[config.mk]
export PLATFORM = sky130hd
export DESIGN_NAME = tdm_frame_tx
export DESIGN_NICKNAME = d
export VERILOG_FILES = /design/src/rtl/tdm_link_pkg.sv /design/src/rtl/tdm_frame_builder.sv /design/src/rtl/tdm_link_sequencer.sv /design/src/rtl/tdm_frame_shifter.sv /design/src/rtl/tdm_frame_tx.sv
export SDC_FILE = /design/constraint.sdc
export NUM_CORES = 1
export LEC_CHECK = 0
export BUFFER_PORTS_ARGS = -buffer_cell sky130_fd_sc_hd__buf_2
export CAP_MARGIN = 20
export CELL_PAD_IN_SITES_DETAIL_PLACEMENT = 0
export CELL_PAD_IN_SITES_GLOBAL_PLACEMENT = 2
export CORE_MARGIN = 4
export CORE_UTILIZATION = 33
export DETAILED_ROUTE_END_ITERATION = 16
export PLACE_DENSITY = 0.82
export SYNTH_ARGS = -nofsm -noshare
export SYNTH_HDL_FRONTEND = slang
export SYNTH_SLANG_ARGS = --single-unit
[constraint.sdc]
create_clock -name clk -period 2.75 [get_ports clk]
set_input_delay 0.4125 -clock clk [delete_from_list [all_inputs] [get_ports clk]]
set_output_delay 0.4125 -clock clk [all_outputs]
set_load 0.02 [all_outputs]
[src/rtl/tdm_link_pkg.sv]
package tdm_link_pkg;

   typedef enum logic {
      SEQ_WAIT = 1'b0,
      SEQ_RUN  = 1'b1
   } seq_state_e;

   // bit position of frame bit Fn inside a frame vector, MSB = F0
   function automatic int frame_pos(input int frame_w, input int fbit);
      return frame_w - 1 - fbit;
   endfunction

endpackage

[src/rtl/tdm_frame_builder.sv]
module tdm_frame_builder
   import tdm_link_pkg::*;
#(
   parameter int TAG_W     = 16,
   parameter int SLOT_W    = 20,
   parameter int NUM_SLOTS = 12,
   parameter int ID_W      = 2,
   parameter int IDX_W     = 7,
   parameter int WDATA_W   = 16,
   localparam int NUM_AUD  = NUM_SLOTS - 2,
   localparam int FRAME_W  = TAG_W + NUM_SLOTS * SLOT_W
) (
   input  logic                      frame_valid,
   input  logic [NUM_SLOTS-1:0]      slot_valid,
   input  logic [ID_W-1:0]           codec_id,
   input  logic                      cmd_rw,
   input  logic [IDX_W-1:0]          cmd_index,
   input  logic [WDATA_W-1:0]        cmd_wdata,
   input  logic [NUM_AUD*SLOT_W-1:0] audio_data,
   output logic [FRAME_W-1:0]        frame_o
);

   localparam int GAP_BIT = TAG_W - 1 - ID_W;   // reserved tag bit position (as frame bit index)

   logic [TAG_W-1:0] tag_word;

   always_comb begin
      tag_word = '0;
      tag_word[TAG_W-1] = frame_valid;
      for (int k = 0; k < NUM_SLOTS; k++) begin
         tag_word[TAG_W-2-k] = slot_valid[k];
      end
      tag_word[TAG_W-1-GAP_BIT] = 1'b0;
      tag_word[ID_W-1:0] = codec_id;
   end

   assign frame_o[FRAME_W-1 -: TAG_W] = tag_word;

   for (genvar s = 0; s < NUM_SLOTS; s++) begin : g_slot
      logic [SLOT_W-1:0] raw;
      if (s == 0) begin : g_cmd
         always_comb begin
            raw = '0;
            raw[SLOT_W-1] = cmd_rw;
            raw[SLOT_W-2 -: IDX_W] = cmd_index;
         end
      end else if (s == 1) begin : g_wdata
         always_comb begin
            raw = '0;
            raw[SLOT_W-1 -: WDATA_W] = cmd_wdata;
         end
      end else begin : g_audio
         assign raw = audio_data[(s-2)*SLOT_W +: SLOT_W];
      end
      assign frame_o[FRAME_W-1-TAG_W-s*SLOT_W -: SLOT_W] = slot_valid[s] ? raw : '0;
   end

endmodule

[src/rtl/tdm_link_sequencer.sv]
module tdm_link_sequencer
   import tdm_link_pkg::*;
#(
   parameter int FRAME_W     = 256,
   parameter int SYNC_LEN    = 16,
   parameter int START_DELAY = 8,
   localparam int CNT_W      = $clog2(FRAME_W),
   localparam int DLY_W      = $clog2(START_DELAY + 2)
) (
   input  logic clk,
   input  logic rst_n,
   output logic load_o,
   output logic sync_o,
   output logic start_o
);

   localparam logic [CNT_W-1:0] LAST_BIT = CNT_W'(FRAME_W - 1);
   localparam logic [DLY_W-1:0] DLY_INIT = DLY_W'(START_DELAY);

   seq_state_e       state_q;
   logic [DLY_W-1:0] wait_q;
   logic [CNT_W-1:0] bit_q;
   logic [CNT_W-1:0] bit_nxt;

   assign bit_nxt = (bit_q == LAST_BIT) ? '0 : bit_q + 1'b1;
   assign load_o  = (state_q == SEQ_RUN) && (bit_q == LAST_BIT);

   always_ff @(posedge clk or negedge rst_n) begin
      if (!rst_n) begin
         state_q <= SEQ_WAIT;
         wait_q  <= DLY_INIT;
         bit_q   <= LAST_BIT;
         sync_o  <= 1'b0;
         start_o <= 1'b0;
      end else begin
         case (state_q)
            SEQ_WAIT: begin
               start_o <= 1'b0;
               if (wait_q == '0) begin
                  state_q <= SEQ_RUN;
                  bit_q   <= LAST_BIT;
                  sync_o  <= 1'b1;
               end else begin
                  wait_q  <= wait_q - 1'b1;
               end
            end
            default: begin
               bit_q   <= bit_nxt;
               sync_o  <= (bit_nxt == LAST_BIT) || (bit_nxt < CNT_W'(SYNC_LEN - 1));
               start_o <= (bit_nxt == '0);
            end
         endcase
      end
   end

endmodule

[src/rtl/tdm_frame_shifter.sv]
module tdm_frame_shifter #(
   parameter int FRAME_W = 256
) (
   input  logic               clk,
   input  logic               rst_n,
   input  logic               load_i,
   input  logic [FRAME_W-1:0] frame_i,
   output logic               sdo_o
);

   logic [FRAME_W-1:0] shadow_q;

   always_ff @(posedge clk or negedge rst_n) begin
      if (!rst_n) begin
         shadow_q <= '0;
      end else if (load_i) begin
         shadow_q <= frame_i;
      end else begin
         shadow_q <= {shadow_q[FRAME_W-2:0], 1'b0};
      end
   end

   assign sdo_o = shadow_q[FRAME_W-1];

endmodule

[src/rtl/tdm_frame_tx.sv]
module tdm_frame_tx
   import tdm_link_pkg::*;
#(
   parameter int TAG_W       = 16,
   parameter int SLOT_W      = 20,
   parameter int NUM_SLOTS   = 12,
   parameter int ID_W        = 2,
   parameter int IDX_W       = 7,
   parameter int WDATA_W     = 16,
   parameter int SYNC_LEN    = 16,
   parameter int START_DELAY = 8,
   localparam int NUM_AUD    = NUM_SLOTS - 2,
   localparam int FRAME_W    = TAG_W + NUM_SLOTS * SLOT_W
) (
   input  logic                      clk,
   input  logic                      rst_n,
   input  logic                      frame_valid,
   input  logic [NUM_SLOTS-1:0]      slot_valid,
   input  logic [ID_W-1:0]           codec_id,
   input  logic                      cmd_rw,
   input  logic [IDX_W-1:0]          cmd_index,
   input  logic [WDATA_W-1:0]        cmd_wdata,
   input  logic [NUM_AUD*SLOT_W-1:0] audio_data,
   output logic                      sync,
   output logic                      sdo,
   output logic                      frame_start
);

   if (TAG_W != 2 + NUM_SLOTS + ID_W) begin : g_chk_tag
      $error("tag width must hold frame flag, slot flags, gap bit and codec id");
   end
   if (NUM_SLOTS < 3) begin : g_chk_slots
      $error("at least one payload slot is required");
   end
   if (SLOT_W < 1 + IDX_W || SLOT_W < WDATA_W) begin : g_chk_slot_w
      $error("slot width too small for command fields");
   end
   if (SYNC_LEN < 2 || SYNC_LEN >= FRAME_W) begin : g_chk_sync
      $error("sync length out of range");
   end

   logic [FRAME_W-1:0] frame_w;
   logic               load_w;

   tdm_frame_builder #(
      .TAG_W     (TAG_W),
      .SLOT_W    (SLOT_W),
      .NUM_SLOTS (NUM_SLOTS),
      .ID_W      (ID_W),
      .IDX_W     (IDX_W),
      .WDATA_W   (WDATA_W)
   ) u_build (
      .frame_valid (frame_valid),
      .slot_valid  (slot_valid),
      .codec_id    (codec_id),
      .cmd_rw      (cmd_rw),
      .cmd_index   (cmd_index),
      .cmd_wdata   (cmd_wdata),
      .audio_data  (audio_data),
      .frame_o     (frame_w)
   );

   tdm_link_sequencer #(
      .FRAME_W     (FRAME_W),
      .SYNC_LEN    (SYNC_LEN),
      .START_DELAY (START_DELAY)
   ) u_seq (
      .clk     (clk),
      .rst_n   (rst_n),
      .load_o  (load_w),
      .sync_o  (sync),
      .start_o (frame_start)
   );

   tdm_frame_shifter #(
      .FRAME_W (FRAME_W)
   ) u_shift (
      .clk     (clk),
      .rst_n   (rst_n),
      .load_i  (load_w),
      .frame_i (frame_w),
      .sdo_o   (sdo)
   );

endmodule

# Yosys cells after proc, flatten, opt, wreduce, memory -nomap -nowiden
# Cells that the tools add are included.
# Widths: inputs -> output; s select.
op_classes:
  n_addsub: 2
  n_lt_le_gt_ge: 1
  n_eq_ne: 2
  mux: 21
  bitwise_logic: 2
  reduce_logical: 6
ops:
  columns: ["cell", "count"]
  rows:
  - ["$mux 256", 1]
  - ["$mux 20", 12]
  - ["$mux 8", 3]
  - ["$eq 8x8->1 const B", 2]
  - ["$add 8x1->8 const B", 1]
  - ["$logic_not 8->1", 1]
  - ["$lt 8x4->1 const B", 1]
  - ["$mux 1", 5]
  - ["$logic_not 4->1", 1]
  - ["$sub 4x1->4 const B", 1]
  - ["$not 1->1", 2]
  - ["$reduce_and 2->1", 1]
  - ["$reduce_bool 2->1", 1]
  - ["$logic_and 1x1->1", 1]
  - ["$logic_or 1x1->1", 1]
word_totals:
  ff_bits: 271

# Longest topological paths before layout
depth:
  word_depth: 5
  ltp_mapped: 11
  depth_no_buf: 6

# Cells and area by module
# Synthesis repeated with hierarchy kept, for this count alone.
hier_totals:
  cells_unflattened: 905
  area_unflattened_um2: 12189.2
by_module_without_submodules:
  columns: ["mod", "instances", "cells_each", "area_per_inst_um2", "seq_area_each_um2"]
  rows:
  - ["tdm_frame_shifter", 1, 540, 9589.2, 6406.1]
  - ["tdm_frame_builder", 1, 278, 1771.7, 0.0]
  - ["tdm_link_sequencer", 1, 87, 828.3, 386.6]

# Worst setup path after synthesis
# No wires, ideal clock.
synth_path:
  path_type: "register -> register"
  startpoint: "register u_seq.bit_q[1]"
  endpoint: "register u_shift.shadow_q[240]"
  setup_time_ps: 125
  arrival_time_ps: 1950
  required_ps: 2625
  path_slack_ps: 675
  path_stages_with_launch: 10
  synth_period_minus_slack_ps: 2075
  cell_sequence: "dfstp_2 -> ha_1 -> buf_4 -> and3_1 -> buf_4 -> and3_1 -> nand2_2 -> buf_6 -> buf_6 -> mux2_4"
synth_between:
  elab_chain_cells: 3
synth_rtl:
  columns: ["item", "line_no", "text"]
  rows:
  - ["start: declaration", "tdm_link_sequencer.sv:22", "logic [CNT_W-1:0] bit_q;"]
  - ["start signal: assignment", "tdm_link_sequencer.sv:48", "bit_q <= bit_nxt;"]
  - ["$eq 8x8->1", "tdm_link_sequencer.sv:26", "assign load_o = (state_q == SEQ_RUN) && (bit_q == LAST_BIT);"]
  - ["$logic_and 1x1->1", "tdm_link_sequencer.sv:26", null]
  - ["$mux 256", "tdm_frame_shifter.sv:16", "end else if (load_i) begin"]
  - ["end signal: assignment", "tdm_frame_shifter.sv:17", "shadow_q <= frame_i;"]
  - ["end signal: assignment", "tdm_frame_shifter.sv:19", "shadow_q <= {shadow_q[FRAME_W-2:0], 1'b0};"]
  - ["end: declaration", "tdm_frame_shifter.sv:11", "logic [FRAME_W-1:0] shadow_q;"]
# Every way passes these cells.
# A chain may end at the register's enable or synchronous reset.

# Worst setup path after layout
layout_path:
  startpoint: "register u_seq.bit_q[0]"
  endpoint: "register u_shift.shadow_q[82]"
# The elaborated chain is that of the path after synthesis.

==> impl_metrics.ini <==
[placement]
gp_congestion = 0.7700
place.detailed.hpwl_mm = 17.58
io_buffer_count = 243

[sta]
fin_tns_setup_ps = 0
min_period_ps = 2387
fin_crit_sh = 0.8682
setup_viol = 0
worstMarginPinSlew_ps = 697.1
slew_headroom = 0.5352
rsz0062_at_grt = false
fmax_mhz = 418.9
finClkSkew_ps = 6.595
hold_viol = 0
drv_slew = 0
holdWs_ps = 88.18

[worst_hold_path]
min_path_type = primary input to register

[synthesis]
synthArstFlopShare = 1.000
synth_area_leader_cell = dfrtp_1
synthTopCellsByArea = dfrtp_1 59%, nand2_1 16%, o21ai_1 5.6%
postSynthCellCount = 1145
synth_edf_count = 0
synth_top_area_frac = 0.5928
ys_types = 37
yosysSeqAreaShare = 0.6141
synth_fp_nets = 1390
yosys_warnings = 0
syn_area_per_cell_um2 = 9.660
synth_area_mm2 = 0.01106
synth-main-ff-cell = dfrtp_1
synth_seq_cells = 271

[power_and_ir_drop]
combPwrFrac = 0.063
p_switching_mw = 1.887
powerDensity_mw_per_mm2 = 641.1
seq_power_share = 0.484
clkPwrFrac = 0.453
leakagePower_nw = 6.734
ir_worst_vdd_uv = 424.5
swShare = 0.2184
internal_power_mw = 6.751

[global_route]
gr-usage-all-layers = 0.1382
grt_max_degree = 110
grt_pass1_wl_mm = 41.93
grt_pass1_vias = 8305
overflow = 0
grt_antenna_before_repair = 6

[route]
viasPerCell = 4.485
num_vias = 8171
routed_wl_mm = 25.81
firstDrtPassIters = 4
drc = 0
drtIter0Drc = 452
wl_per_cell_um = 14.16
antenna_left = 0

[worst_setup_path]
critical_path.top_delay_family = simple AND/OR/NAND/NOR gates
cpMaxStageDelayCell = dfstp_2
arrival_ps = 2830
critical_path.cell_chain = ha_1, and3_1, and3_1, nand2_8, buf_12, buf_12, o21ai_0
crit_fanout = 42
crit_type = register to register
critPathBufInv = 2
cp-end-kind = register
crit_path_start_kind = register
slowest_delay_ps = 620
cp.required_ps = 3190

[clocking]
cts_setup_buffers = 0
clkTransAtPathRegs_ps = 60
cts_root_buf = clkbuf_16
numCtsBuffers = 30
post_cts_resized = 0
clk_latency_ps = 540
clockBufferDepth = 3
cts_tree = yes
ctsHtreeMaxLevel = 1
numClockSinks = 271

[final_layout]
final_common_cell = nand2_1
final_util = 0.4110
diodes = 0
area_growth_syn_to_layout_pct = 21.82
nets = 1601
post_route_cells_drive_above_1_share = 0.2399
final_cell_mix = 458 x nand2_1, 262 x dfrtp_1, 242 x buf_2

[floorplanning]
die_w_um = 191.1
io_pins = 244
die-area_mm2 = 0.03651
placementRows = 66
coreArea_mm2 = 0.03278
die_h_um = 191.1
initial_core_util = 0.3374

[job]
maxCapViolCount = 0

[run_status]
status = complete, no violations
[state kept, by name (all words and copies together) (netlist names)]
signal / count
u_seq.wait_q: 4
u_seq.sync_o: 1
u_seq.state_q: 1
u_seq.bit_q: 8
u_shift.shadow_q: 256
u_seq.start_o: 1
[through the flow]
step	area (um2)	setup slack, ps	instances	total power, mW
floorplan	11060	675.0	1145	4.454
global placement	12480	429.9	1765	4.805
detailed placement	12480	354.5	1765	4.810
CTS	13470	334.5	1822	8.816
global route	13470	135.0	1822	9.049
finish	13470	362.6	1822	8.638
[power by group through the flow]
stage	sequential, mW	clock, mW	combinational (mW)
after floorplan	4.24	0	0.214
after global placement	4.25	0	0.555
after detailed placement	4.25	0	0.558
after CTS	4.18	4.07	0.564
after global routing	4.19	4.22	0.633
final	4.18	3.91	0.541
[layer usage]
metal / part of all wire / GRT usage / vias to the layer above
li1: - / - / 4113
met1: 0.47 / 0.1998 / 3797
met2: 0.43 / 0.2110 / 205
met3: 0.077 / 0.03780 / 44
met4: 0.017 / 0.02680 / 12
met5: 0.0031 / 0 / -
[final cells by class]
class                   count  area [um2]
inverters                   6       22.52
multi-input cells         783        3637
clock buffers              52       934.6
fillers                  3341       19310
repair buffers            264        1486
clock inverters             4       47.55
well taps                 442       553.0
flip-flops and latches    271        6793
[cell usage after synthesis (6+ instances only)]
cell type	instances
a21oi_1	9
and2_1	17
buf_6	39
clkbuf_1	41
dfrtp_1	262
dfstp_2	9
inv_1	6
mux2_4	15
nand2_1	458
nand3_1	6
nor2_1	9
o21ai_0	104
o21ai_1	123
[what timing repair did]
action | CTS | global route
endpoints found under the setup margin | 0 | 0
hold buffers | 1 | 0
endpoints found under the hold margin | 72 | 0
[cells by family (layout without fill, tap and decap cells)]
group           Yosys count  count (layout)  synth area share
compound gates          250             250            0.1162
buf+inv                  91             326           0.05826
simple gates            508             508            0.1818
mux                      15              15           0.02036
fa+ha+maj                 4               4          0.004525
xor+xnor                  6               6          0.004751
flops                   271             271            0.6141
[tightest hold or removal path, stage by stage]
cell and delay [ps]:
buf_2 90, nand2_1 50, nor2_1 30
[final timing paths]
path	end	depth (start not counted)	start	slack, ps
max reg2reg	u_shift.shadow_q[82]	7	u_seq.bit_q[0]	360
max	u_shift.shadow_q[82]	7	u_seq.bit_q[0]	360
min reg2reg	u_shift.shadow_q[225]	1	u_shift.shadow_q[224]	450
max in group asynchronous	u_seq.bit_q[6]	3	rst_n	1520
min in group asynchronous	u_shift.shadow_q[172]	2	rst_n	460
min	u_shift.shadow_q[0]	3	audio_data[180]	90
Note: power is estimated with default switching activity, not from simulation.
